$ cat config.mk
export PLATFORM = sky130hd
export DESIGN_NAME = mdio_mgmt_master
export DESIGN_NICKNAME = d
export VERILOG_FILES = /design/src/rtl/mdio_pkg.sv /design/src/rtl/mdio_clkdiv.sv /design/src/rtl/mdio_frame_engine.sv /design/src/rtl/mdio_mgmt_master.sv
export SDC_FILE = /design/constraint.sdc
export NUM_CORES = 1
export LEC_CHECK = 0
export BUFFER_PORTS_ARGS = -buffer_cell sky130_fd_sc_hd__buf_2
export CAP_MARGIN = 20
export CORE_ASPECT_RATIO = 0.6
export CORE_MARGIN = 2
export CORE_UTILIZATION = 42
export DETAILED_ROUTE_END_ITERATION = 8
export PLACE_DENSITY = 0.59
export SLEW_MARGIN = 20
export SYNTH_ARGS = -nofsm -noshare
export SYNTH_HDL_FRONTEND = slang
export SYNTH_HIERARCHICAL = 1
export SYNTH_SLANG_ARGS = --single-unit
$ cat constraint.sdc
create_clock -name clk -period 3.1 [get_ports clk]
set_clock_uncertainty 0.1 [all_clocks]
set_input_delay 0.465 -clock clk [delete_from_list [all_inputs] [get_ports clk]]
set_output_delay 0.465 -clock clk [all_outputs]
set_load 0.03 [all_outputs]
$ cat src/rtl/mdio_pkg.sv
package mdio_pkg;
  localparam int PHY_W     = 5;
  localparam int REG_W     = 5;
  localparam int VAL_W     = 16;
  localparam int PRE_LEN   = 32;
  localparam int FRAME_LEN = PRE_LEN + 2 + 2 + PHY_W + REG_W + 2 + VAL_W;
  localparam int RELEASE_AT = FRAME_LEN - VAL_W - 2;  // first bit not driven on reads
  localparam int DATA_AT    = FRAME_LEN - VAL_W;      // first data bit

  localparam logic [11:0] OFS_TARGET = 12'h7E4;
  localparam logic [11:0] OFS_WVAL   = 12'h7E8;
  localparam logic [11:0] OFS_RVAL   = 12'h7EC;
  localparam logic [11:0] OFS_CTRL   = 12'h7F0;

  localparam int CTRL_BUSY = 0;
  localparam int CTRL_EN   = 3;
  localparam int TGT_RD    = PHY_W + REG_W;
  localparam int TGT_W     = TGT_RD + 1;
endpackage

$ cat src/rtl/mdio_clkdiv.sv
module mdio_clkdiv #(
  parameter int DIV_HALF = 10
) (
  input  logic clk,
  input  logic rst,
  input  logic run,
  output logic mdc,
  output logic rise_now,
  output logic fall_now
);
  localparam int CNT_W = (DIV_HALF > 1) ? $clog2(DIV_HALF) : 1;
  localparam logic [CNT_W-1:0] CNT_LAST = CNT_W'(DIV_HALF - 1);

  logic [CNT_W-1:0] cnt;
  logic             toggle;

  assign toggle   = run && (cnt == CNT_LAST);
  assign rise_now = toggle && !mdc;
  assign fall_now = toggle && mdc;

  always_ff @(posedge clk) begin
    if (rst || !run) begin
      cnt <= '0;
      mdc <= 1'b0;
    end else if (toggle) begin
      cnt <= '0;
      mdc <= !mdc;
    end else begin
      cnt <= cnt + CNT_W'(1);
    end
  end

  AST_MDC_HOLD_HALF: assert property (@(posedge clk) disable iff (rst)
    (run && $past(run) && cnt != CNT_LAST) |=> $stable(mdc));
endmodule

$ cat src/rtl/mdio_frame_engine.sv
module mdio_frame_engine
  import mdio_pkg::*;
(
  input  logic             clk,
  input  logic             rst,
  input  logic             start,
  input  logic             is_read,
  input  logic [PHY_W-1:0] phy,
  input  logic [REG_W-1:0] regno,
  input  logic [VAL_W-1:0] wval,
  input  logic             rise_now,
  input  logic             fall_now,
  input  logic             mdio_i,
  output logic             busy,
  output logic             mdio_o,
  output logic             mdio_oe,
  output logic [VAL_W-1:0] rval
);
  localparam int IDX_W = $clog2(FRAME_LEN);
  localparam logic [IDX_W-1:0] IDX_LAST = IDX_W'(FRAME_LEN - 1);
  localparam logic [IDX_W-1:0] IDX_REL  = IDX_W'(RELEASE_AT);
  localparam logic [IDX_W-1:0] IDX_DATA = IDX_W'(DATA_AT);

  logic [FRAME_LEN-1:0] frame, shreg;
  logic [IDX_W-1:0]     idx, idx_nx;
  logic [VAL_W-1:0]     rd_sh;
  logic                 rd_mode;

  assign frame = {{PRE_LEN{1'b1}}, 2'b01, (is_read ? 2'b10 : 2'b01), phy, regno,
                  (is_read ? 2'b11 : 2'b10), (is_read ? {VAL_W{1'b1}} : wval)};
  assign idx_nx = idx + IDX_W'(1);

  always_ff @(posedge clk) begin
    if (rst) begin
      busy <= 1'b0; mdio_o <= 1'b0; mdio_oe <= 1'b0; rd_mode <= 1'b0;
      idx <= '0; shreg <= '0; rd_sh <= '0; rval <= '0;
    end else if (start && !busy) begin
      busy    <= 1'b1;
      idx     <= '0;
      shreg   <= frame;
      mdio_o  <= frame[FRAME_LEN-1];
      mdio_oe <= 1'b1;
      rd_mode <= is_read;
    end else if (busy) begin
      if (rise_now && rd_mode && idx >= IDX_DATA)
        rd_sh <= {rd_sh[VAL_W-2:0], mdio_i};
      if (fall_now) begin
        if (idx == IDX_LAST) begin
          busy    <= 1'b0;
          mdio_o  <= 1'b0;
          mdio_oe <= 1'b0;
          if (rd_mode) rval <= rd_sh;
        end else begin
          idx     <= idx_nx;
          shreg   <= {shreg[FRAME_LEN-2:0], 1'b0};
          mdio_o  <= shreg[FRAME_LEN-2];
          mdio_oe <= !(rd_mode && idx_nx >= IDX_REL);
        end
      end
    end
  end

  AST_HOLD_UNTIL_FALL: assert property (@(posedge clk) disable iff (rst)
    (busy && !fall_now) |=> ($stable(mdio_o) && $stable(mdio_oe)));
  AST_READ_RELEASED: assert property (@(posedge clk) disable iff (rst)
    (busy && rd_mode && idx >= IDX_REL) |-> !mdio_oe);
  AST_WRITE_DRIVEN: assert property (@(posedge clk) disable iff (rst)
    (busy && !rd_mode) |-> mdio_oe);
  AST_NO_RESTART: assert property (@(posedge clk) disable iff (rst)
    (busy && start && !fall_now) |=> (busy && idx == $past(idx)));
endmodule

$ cat src/rtl/mdio_mgmt_master.sv
module mdio_mgmt_master
  import mdio_pkg::*;
#(
  parameter int ADDR_W   = 12,
  parameter int DATA_W   = 32,
  parameter int DIV_HALF = 10
) (
  input  logic              clk,
  input  logic              rst,
  input  logic [ADDR_W-1:0] bus_addr,
  input  logic              bus_we,
  input  logic              bus_re,
  input  logic [DATA_W-1:0] bus_wdata,
  output logic [DATA_W-1:0] bus_rdata,
  output logic              mdc,
  input  logic              mdio_i,
  output logic              mdio_o,
  output logic              mdio_oe
);
  localparam logic [ADDR_W-1:0] A_TGT  = ADDR_W'(OFS_TARGET);
  localparam logic [ADDR_W-1:0] A_WVAL = ADDR_W'(OFS_WVAL);
  localparam logic [ADDR_W-1:0] A_RVAL = ADDR_W'(OFS_RVAL);
  localparam logic [ADDR_W-1:0] A_CTRL = ADDR_W'(OFS_CTRL);

  logic [TGT_W-1:0] tgt_q;
  logic [VAL_W-1:0] wval_q, rval;
  logic             en_q, busy, start, ctrl_wr, rise_now, fall_now;

  assign ctrl_wr = bus_we && (bus_addr == A_CTRL);
  assign start   = ctrl_wr && bus_wdata[CTRL_BUSY] && bus_wdata[CTRL_EN];

  always_ff @(posedge clk) begin
    if (rst) begin
      tgt_q <= '0; wval_q <= '0; en_q <= 1'b0;
    end else if (bus_we) begin
      if (bus_addr == A_TGT)  tgt_q  <= bus_wdata[TGT_W-1:0];
      if (bus_addr == A_WVAL) wval_q <= bus_wdata[VAL_W-1:0];
      if (ctrl_wr)            en_q   <= bus_wdata[CTRL_EN];
    end
  end

  always_ff @(posedge clk) begin
    if (rst) begin
      bus_rdata <= '0;
    end else if (bus_re) begin
      case (bus_addr)
        A_TGT:   bus_rdata <= DATA_W'(tgt_q);
        A_WVAL:  bus_rdata <= DATA_W'(wval_q);
        A_RVAL:  bus_rdata <= DATA_W'(rval);
        A_CTRL:  bus_rdata <= DATA_W'({en_q, 2'b00, busy});
        default: bus_rdata <= '0;
      endcase
    end
  end

  mdio_clkdiv #(.DIV_HALF(DIV_HALF)) i_div (
    .clk(clk), .rst(rst), .run(busy),
    .mdc(mdc), .rise_now(rise_now), .fall_now(fall_now)
  );

  mdio_frame_engine i_eng (
    .clk(clk), .rst(rst), .start(start),
    .is_read(tgt_q[TGT_RD]), .phy(tgt_q[REG_W +: PHY_W]), .regno(tgt_q[REG_W-1:0]),
    .wval(wval_q), .rise_now(rise_now), .fall_now(fall_now), .mdio_i(mdio_i),
    .busy(busy), .mdio_o(mdio_o), .mdio_oe(mdio_oe), .rval(rval)
  );

  AST_IDLE_MDC_LOW: assert property (@(posedge clk) disable iff (rst)
    !busy |-> !mdc);
  AST_START_SETS_BUSY: assert property (@(posedge clk) disable iff (rst)
    (start && !busy) |=> busy);
  AST_ENABLE_GATES: assert property (@(posedge clk) disable iff (rst)
    (ctrl_wr && !bus_wdata[CTRL_EN] && !busy) |=> !busy);
endmodule

==> reports/results.tsv, run 1 <==
stage	metric	value	unit
run_status	outcome	finished clean	
critical_path	startpoint types	flop	
synthesis	XOR/XNOR share of the synthesized area	0.9421	%
critical_path	CP required	3.30	ns
place	HPWL after detailed placement	9714	microns
drt	drt drc	0	
pwr	Int Pwr	3.184	mW
clock_network	CTS max path bufs	2	
layout	Final Cell Area	7438	sq um
die	die footprint	16540	sq um
global_routing	antenna violations before repair	0	
die	FP Rows	35	
synthesis	largest family of logic cells by synthesized area	simple AND/OR/NAND/NOR gates	
sta	Slew @ Worst Pin	1.028	ns
critical_path	Worst path depth	9	
synthesis	Syn. warnings	6	
sta	final max-slew violation count	0	
critical_path	Crit path max-delay family	simple AND/OR/NAND/NOR gates	
critical_path	reg2reg setup slack	0.59	ns
sta	final hold vios	0	
pwr	Leak	2.800	nW
synthesis	main area contributors after synthesis	dfxtp_1 47%, mux2i_1 8.0%, nor2_1 6.3%	
clock_network	postcts setup bufs	0	
synthesis	Syn Area/Cell	8.902	sq um
layout	most common cell after layout, fill and taps aside	dfxtp_1	
layout	nets	815	
place	gpl congestion	0.8214	
synthesis	Seq/Total Area, Yosys	47.38	%
die	Initial Util	42.70	%
synthesis	Synth Area in Simple Gates	23.46	%
sta	endpoints failing setup	0	
synthesis	synthesized area	6507	sq um
synthesis	Most used DFF post-synth	dfxtp_1	
pwr	Psw	0.8998	mW
pwr	switching share of power	22.03	%
drt	Avg WL per Cell	14.93	microns
run	Max-Cap Viols	0	
drt	number of DRC markers in iteration 0	315	
global_routing	largest net degree at the start of global routing	101	
die	DIE HEIGHT	100.4	microns
global_routing	total congestion overflow	0	
critical_path	Crit path largest cell delay	0.38	ns
sta	setup total negative slack	0	ns
layout	# fillers	1441	
global_routing	first-pass GRT wire length	24180	microns
clock_network	Skew-Pair Late Insertion Delay	0.41	ns
drt	drt first pass iters	5	
drt	Routed Antenna Nets	0	
synthesis	Yosys top cell area share	47.38	%
clock_network	H-tree levels	4	
layout	commonest cells after routing, fill and taps aside	154 x dfxtp_1, 108 x nor2_1, 94 x nand2_1	
synthesis	Synth Instances	731	
synthesis	async set-reset flop share out of synthesis	0	%
layout	# diodes	0	
global_routing	GRT Total Usage	18.45	%
sta	Slew HR	31.48	%
clock_network	hold buffers post-CTS	0	
pwr	Logic pwr share	2.9	%
synthesis	multiplexer share of the synthesized area	9.556	%
clock_network	clk slew on worst S/H paths	0.06	ns
clock_network	CTS Buf Count	17	
critical_path	CP Class	reg -> reg	
critical_path	Critical path buffers and inverters	2	
drt	total number of vias	5205	
pwr	register share of total power	48.5	%
drt	drt total wl	14600	microns
critical_path	Critical Path Fanout Max	66	
sta	min Tclk post-route	2.513	ns
synthesis	cell taking the most area after synthesis	dfxtp_1	
synthesis	EDFF count, synth	0	
die	Die Wd	164.7	microns
critical_path	reg2reg path depth	9	
critical_path	cells along the critical path	ha_1, nand3_1, nor3b_1, nand2_1, buf_4, a21oi_4, buf_12, nor3_1, a2111oi_2	
worst_hold_path	Hold Crit Class	in -> reg	
layout	layout cell share with drive strength beyond 1	16.65	%
place	Port Buffers	51	
clock_network	post-cts sizing count	0	
pwr	maximum VDD drop	0.2731	mV
synthesis	post-synth cell types	53	
clock_network	CTS tree	built	
pwr	Clock power frac	48.6	%
global_routing	vias in the first global route	4826	
sta	period utilization	81.08	%
critical_path	Worst Path Arrival	2.72	ns
sta	fmax	0.3979	GHz
drt	Vias/cell	5.322	
die	# IOs	84	
die	area of the core	15240	sq um
sta	worst hold margin	0.1904	ns
clock_network	# clock sinks	154	
synthesis	Compound-Gate Fraction of Synth Area	11.61	%
pwr	Power Density	549.0	nW/um^2
layout	Area Growth Syn to Fin	14.30	%
synthesis	adder-cell share of the synthesized area	0.7691	%
clock_network	CTS root buffer	clkbuf_16	
critical_path	Critical Path Sink Type	flop	
critical_path	Crit-path slowest cell	dfxtp_1	
worst_hold_path	WHS Path Cells	3	
sta	unrepaired setup endpoints after global routing	false	
synthesis	number of synthesized register bits	154	
place	dpl cell area	6874	sq um
area by class of cell:
class	instances	area (sq um)	share of cell area [%]
repair buffers	66	420.4	5.652
multi-input cells	518	3100	41.68
flip-flops and latches	154	3083	41.45
clock inverters	13	128.9	1.733
clock buffers	19	432.9	5.820
well taps	203	254.0	3.415
inverters	5	18.77	0.2523
layer usage:
| layer | part of all wire, % | track usage, % | vias up |
|---|---|---|---|
| li1 | - | - | 2575 |
| met1 | 53 | 26.95 | 2491 |
| met2 | 42 | 27.23 | 129 |
| met3 | 4.1 | 4.132 | 10 |
| met4 | 0.79 | 5.351 | 0 |
| met5 | 0 | 0 | - |
logic make-up after synthesis:
| kind of cell | Yosys count |
|---|---|
| AOI/OAI and AO/OA | 105 |
| DFF | 154 |
| muxes | 61 |
| adders and majority gates | 4 |
| and+or+nand+nor | 325 |
| xor gates and xnor gates | 7 |
| other | 1 |
| buffers and inverters | 74 |
worst paths after layout:
path,startpoint,to
worst max register to register,i_div/cnt[0],i_eng/shreg[28]
worst max-delay path,i_div/cnt[0],i_eng/shreg[28]
worst min-delay path,mdio_i,i_eng/rd_sh[0]
worst min register to register,i_eng/shreg[30],i_eng/shreg[31]
flip-flops by register name, summed over array words and instances, names as in the netlist, 4 cells and up:
name         count
i_eng/idx        6
i_eng/shreg     63
i_div/cnt        4
bus_rdata       16
wval_q          16
i_eng/rval      16
i_eng/rd_sh     16
tgt_q           11
worst register-to-register path, cell delays in order, from the launching register on:
cell,delay (ns)
dfxtp_1,0.38
ha_1,0.24
nand3_1,0.11
nor3b_1,0.38
nand2_1,0.14
buf_4,0.18
a21oi_4,0.13
buf_12,0.27
nor3_1,0.13
a2111oi_2,0.33
synthesized netlist by cell type (7+ instances only):
cell type and number:
a311oi_1 7, a21oi_1 30, a22oi_1 19, a311oi_2 10, mux2_2 9, o21ai_0 19
dfxtp_1 154, buf_4 19, mux2i_1 52, clkbuf_1 25, nor2_1 109, nor3_1 70
buf_2 15, nand3_1 17, nand2_1 94
stage by stage:
| step | power (mW) | cells | utilization [%] | setup WS [ns] |
|---|---|---|---|---|
| after floorplan | 2.114 | 746 | - | 0.7084 |
| after global placement | 2.138 | 946 | 45.11 | 0.3629 |
| after detailed placement | 2.141 | 946 | 45.11 | 0.3548 |
| after CTS | 4.120 | 978 | 48.79 | 0.5880 |
| after global routing | 4.227 | 978 | 48.81 | 0.3032 |
| final | 4.084 | 978 | 48.81 | 0.5867 |
power groups by stage:
stage | Sequential [mW] | Combinational, mW | Clock [mW]
global placement | 2.02 | 0.115 | 0
global route | 1.98 | 0.129 | 2.12
detailed placement | 2.02 | 0.118 | 0
floorplan | 2.02 | 0.0912 | 0
finish | 1.98 | 0.119 | 1.99
CTS | 1.98 | 0.118 | 2.02
(Power assumes the default switching activity.)
==> run 2: changes to the inputs <==
PLACE_DENSITY = 0.61   (was 0.59)
clock period = 2.3 ns   (was 3.1 ns; I/O delays follow)
==> run 2 against run 1 <==
  * Clock power up 31%
  * Register-to-register slack got worse by 0.44 ns
  * First-iteration DRC count grew 20%
  * Critical endpoint is now i_eng/rval[6]
  * Largest power group is now sequential cells
  * Combinational power up 42%
  * Critical path type unchanged
  * Final area is 4.0% higher
  * Largest cell class unchanged
  * Routed wire length increased by 6.1%
==> reports/results.tsv, run 2 (synthesis gave the netlist of run 1 again) <==
stage	metric	value	unit	change
drt	number of DRC markers in iteration 0	377		was 315
die	Initial Util	42.70	%	unchanged
run	Max-Cap Viols	0		unchanged
place	Port Buffers	51		unchanged
pwr	Leak	2.945	nW	was 2.800 nW
clock_network	Skew-Pair Late Insertion Delay	0.41	ns	about the same
die	die footprint	16540	sq um	unchanged
sta	worst hold margin	0.08246	ns	was 0.1904 ns
critical_path	Critical Path Sink Type	flop		unchanged
critical_path	Worst Path Arrival	2.32	ns	was 2.72 ns
layout	Area Growth Syn to Fin	18.84	%	was 14.30%
layout	commonest cells after routing, fill and taps aside	153 x dfxtp_1, 108 x nor2_1, 93 x nand2_1		was 154 x dfxtp_1, 108 x nor2_1, 94 x nand2_1
pwr	Power Density	703.7	nW/um^2	was 549.0 nW/um^2
run_status	outcome	finished clean		unchanged
global_routing	antenna violations before repair	0		unchanged
layout	layout cell share with drive strength beyond 1	19.82	%	was 16.65%
critical_path	startpoint types	flop		unchanged
global_routing	first-pass GRT wire length	24960	microns	was 24180 microns
drt	drt drc	0		unchanged
critical_path	reg2reg path depth	10		was 9
die	FP Rows	35		unchanged
die	DIE HEIGHT	100.4	microns	unchanged
clock_network	# clock sinks	154		unchanged
sta	setup total negative slack	0	ns	unchanged
place	HPWL after detailed placement	10520	microns	was 9714 microns
place	gpl congestion	0.7860		was 0.8214
critical_path	Critical Path Fanout Max	8		was 66
global_routing	total congestion overflow	0		unchanged
layout	Most flops, register	i_eng/shreg		unchanged
clock_network	CTS Buf Count	17		unchanged
die	# IOs	84		unchanged
sta	final max-slew violation count	0		unchanged
layout	Largest register FFs	63		unchanged
global_routing	largest net degree at the start of global routing	67		was 101
pwr	Total Power	5.442	mW	was 4.084 mW
layout	# diodes	0		unchanged
clock_network	CTS tree	built		unchanged
sta	endpoints failing setup	0		unchanged
worst_hold_path	Hold Crit Class	in -> reg		unchanged
clock_network	clk slew on worst S/H paths	0.06	ns	about the same
drt	Routed Antenna Nets	0		unchanged
sta	final worst setup slack	0.1515	ns	was 0.5867 ns
clock_network	H-tree levels	4		unchanged
drt	drt first pass iters	5		unchanged
global_routing	GRT Total Usage	19.20	%	was 18.45%
drt	Vias/cell	5.355		was 5.322
worst_hold_path	WHS Path Cells	3		unchanged
critical_path	CP required	2.47	ns	was 3.30 ns
sta	Slew @ Worst Pin	0.8433	ns	was 1.028 ns
clock_network	CTS max path bufs	2		unchanged
sta	unrepaired setup endpoints after global routing	false		unchanged
sta	min Tclk post-route	2.149	ns	was 2.513 ns
drt	drt total wl	15490	microns	was 14600 microns
sta	fmax	0.4654	GHz	was 0.3979 GHz
die	Die Wd	164.7	microns	unchanged
clock_network	CTS root buffer	clkbuf_16		unchanged
pwr	maximum VDD drop	0.4361	mV	was 0.2731 mV
sta	final hold vios	0		unchanged
layout	most common cell after layout, fill and taps aside	dfxtp_1		unchanged
layout	nets	837		was 815
sta	Slew HR	43.73	%	was 31.48%
sta	period utilization	93.41	%	was 81.08%
place	Placement Setup Slack	-0.02139	ns	was 0.3548 ns
drt	total number of vias	5355		was 5205
global_routing	vias in the first global route	4903		was 4826
critical_path	CP Class	reg -> reg		unchanged
die	area of the core	15240	sq um	unchanged
drt	Avg WL per Cell	15.49	microns	was 14.93 microns
==> run 2: cell count changes in the layout (fill, tap and decap cells not counted), moves of 2 or more <==
cell	delta
buf_4	+16
buf_12	+3
a311oi_1	-2
a311oi_2	+2
clkinv_2	-2
==> run 2: final timing paths <==
path / from / endpoint / slack (ns)
max: i_div/cnt[1] / i_eng/rval[6] / 0.15
min: bus_wdata[13] / wval_q[13] / 0.08
max reg2reg: i_div/cnt[1] / i_eng/rval[6] / 0.15
min reg2reg: bus_rdata[4] / bus_rdata[4] / 0.36
==> run 2: where the power goes <==
part / total (mW) / switching, mW / internal (mW) / leakage [nW]
logic: 0.169 / 0.125 / 0.0442 / 1.45
clock network: 2.61 / 1.09 / 1.51 / 0.259
registers: 2.67 / 0.0000875 / 2.67 / 1.24
total: 5.44 / 1.22 / 4.23 / 2.94
==> run 2: critical path: stages, from the launching register on <==
cell and delay (ns):
dfxtp_1 0.33, inv_1 0.09, ha_4 0.15, nand3_2 0.09, nor3b_2 0.19, buf_4 0.16, nand4_4 0.12, nor3_4 0.30
buf_12 0.20, mux2i_4 0.23, nor2_1 0.06
==> run 2: cell type report <==
| cell class | count | area (sq um) |
|---|---|---|
| Clock buffer | 21 | 450.4 |
| Clock inverter | 11 | 97.59 |
| Fill cell | 1414 | 7506 |
| Inverter | 5 | 18.77 |
| Multi-Input combinational cell | 518 | 3159 |
| Sequential cell | 154 | 3084 |
| Tap cell | 203 | 254.0 |
| Timing Repair Buffer | 88 | 669.4 |
==> run 2: routing by layer <==
metal / up-vias / track usage (%) / part of all wire (%)
met2: 147 / 27.55 / 42
li1: 2625 / - / -
met4: 0 / 6.488 / 1.8
met1: 2561 / 28.37 / 51
met3: 22 / 4.215 / 5.6
met5: - / 0 / 0
==> run 2: through the flow <==
| stage | instance area [sq um] | utilization [%] | cells |
|---|---|---|---|
| after detailed placement | 7027 | 46.11 | 963 |
| final | 7734 | 50.75 | 1000 |
| after CTS | 7647 | 50.18 | 999 |
| after global routing | 7734 | 50.75 | 1000 |
| after global placement | 7027 | 46.11 | 963 |
| after floorplan | 6564 | - | 746 |
==> run 2: what timing repair did <==
item | in CTS | in global routing
setup buffers | 3 | 0
hold buffers | 0 | 0
cloned | 1 | 1
endpoints found under the setup margin | 11 | 66
pin swaps | 0 | 2
gates resized for setup | 2 | 10
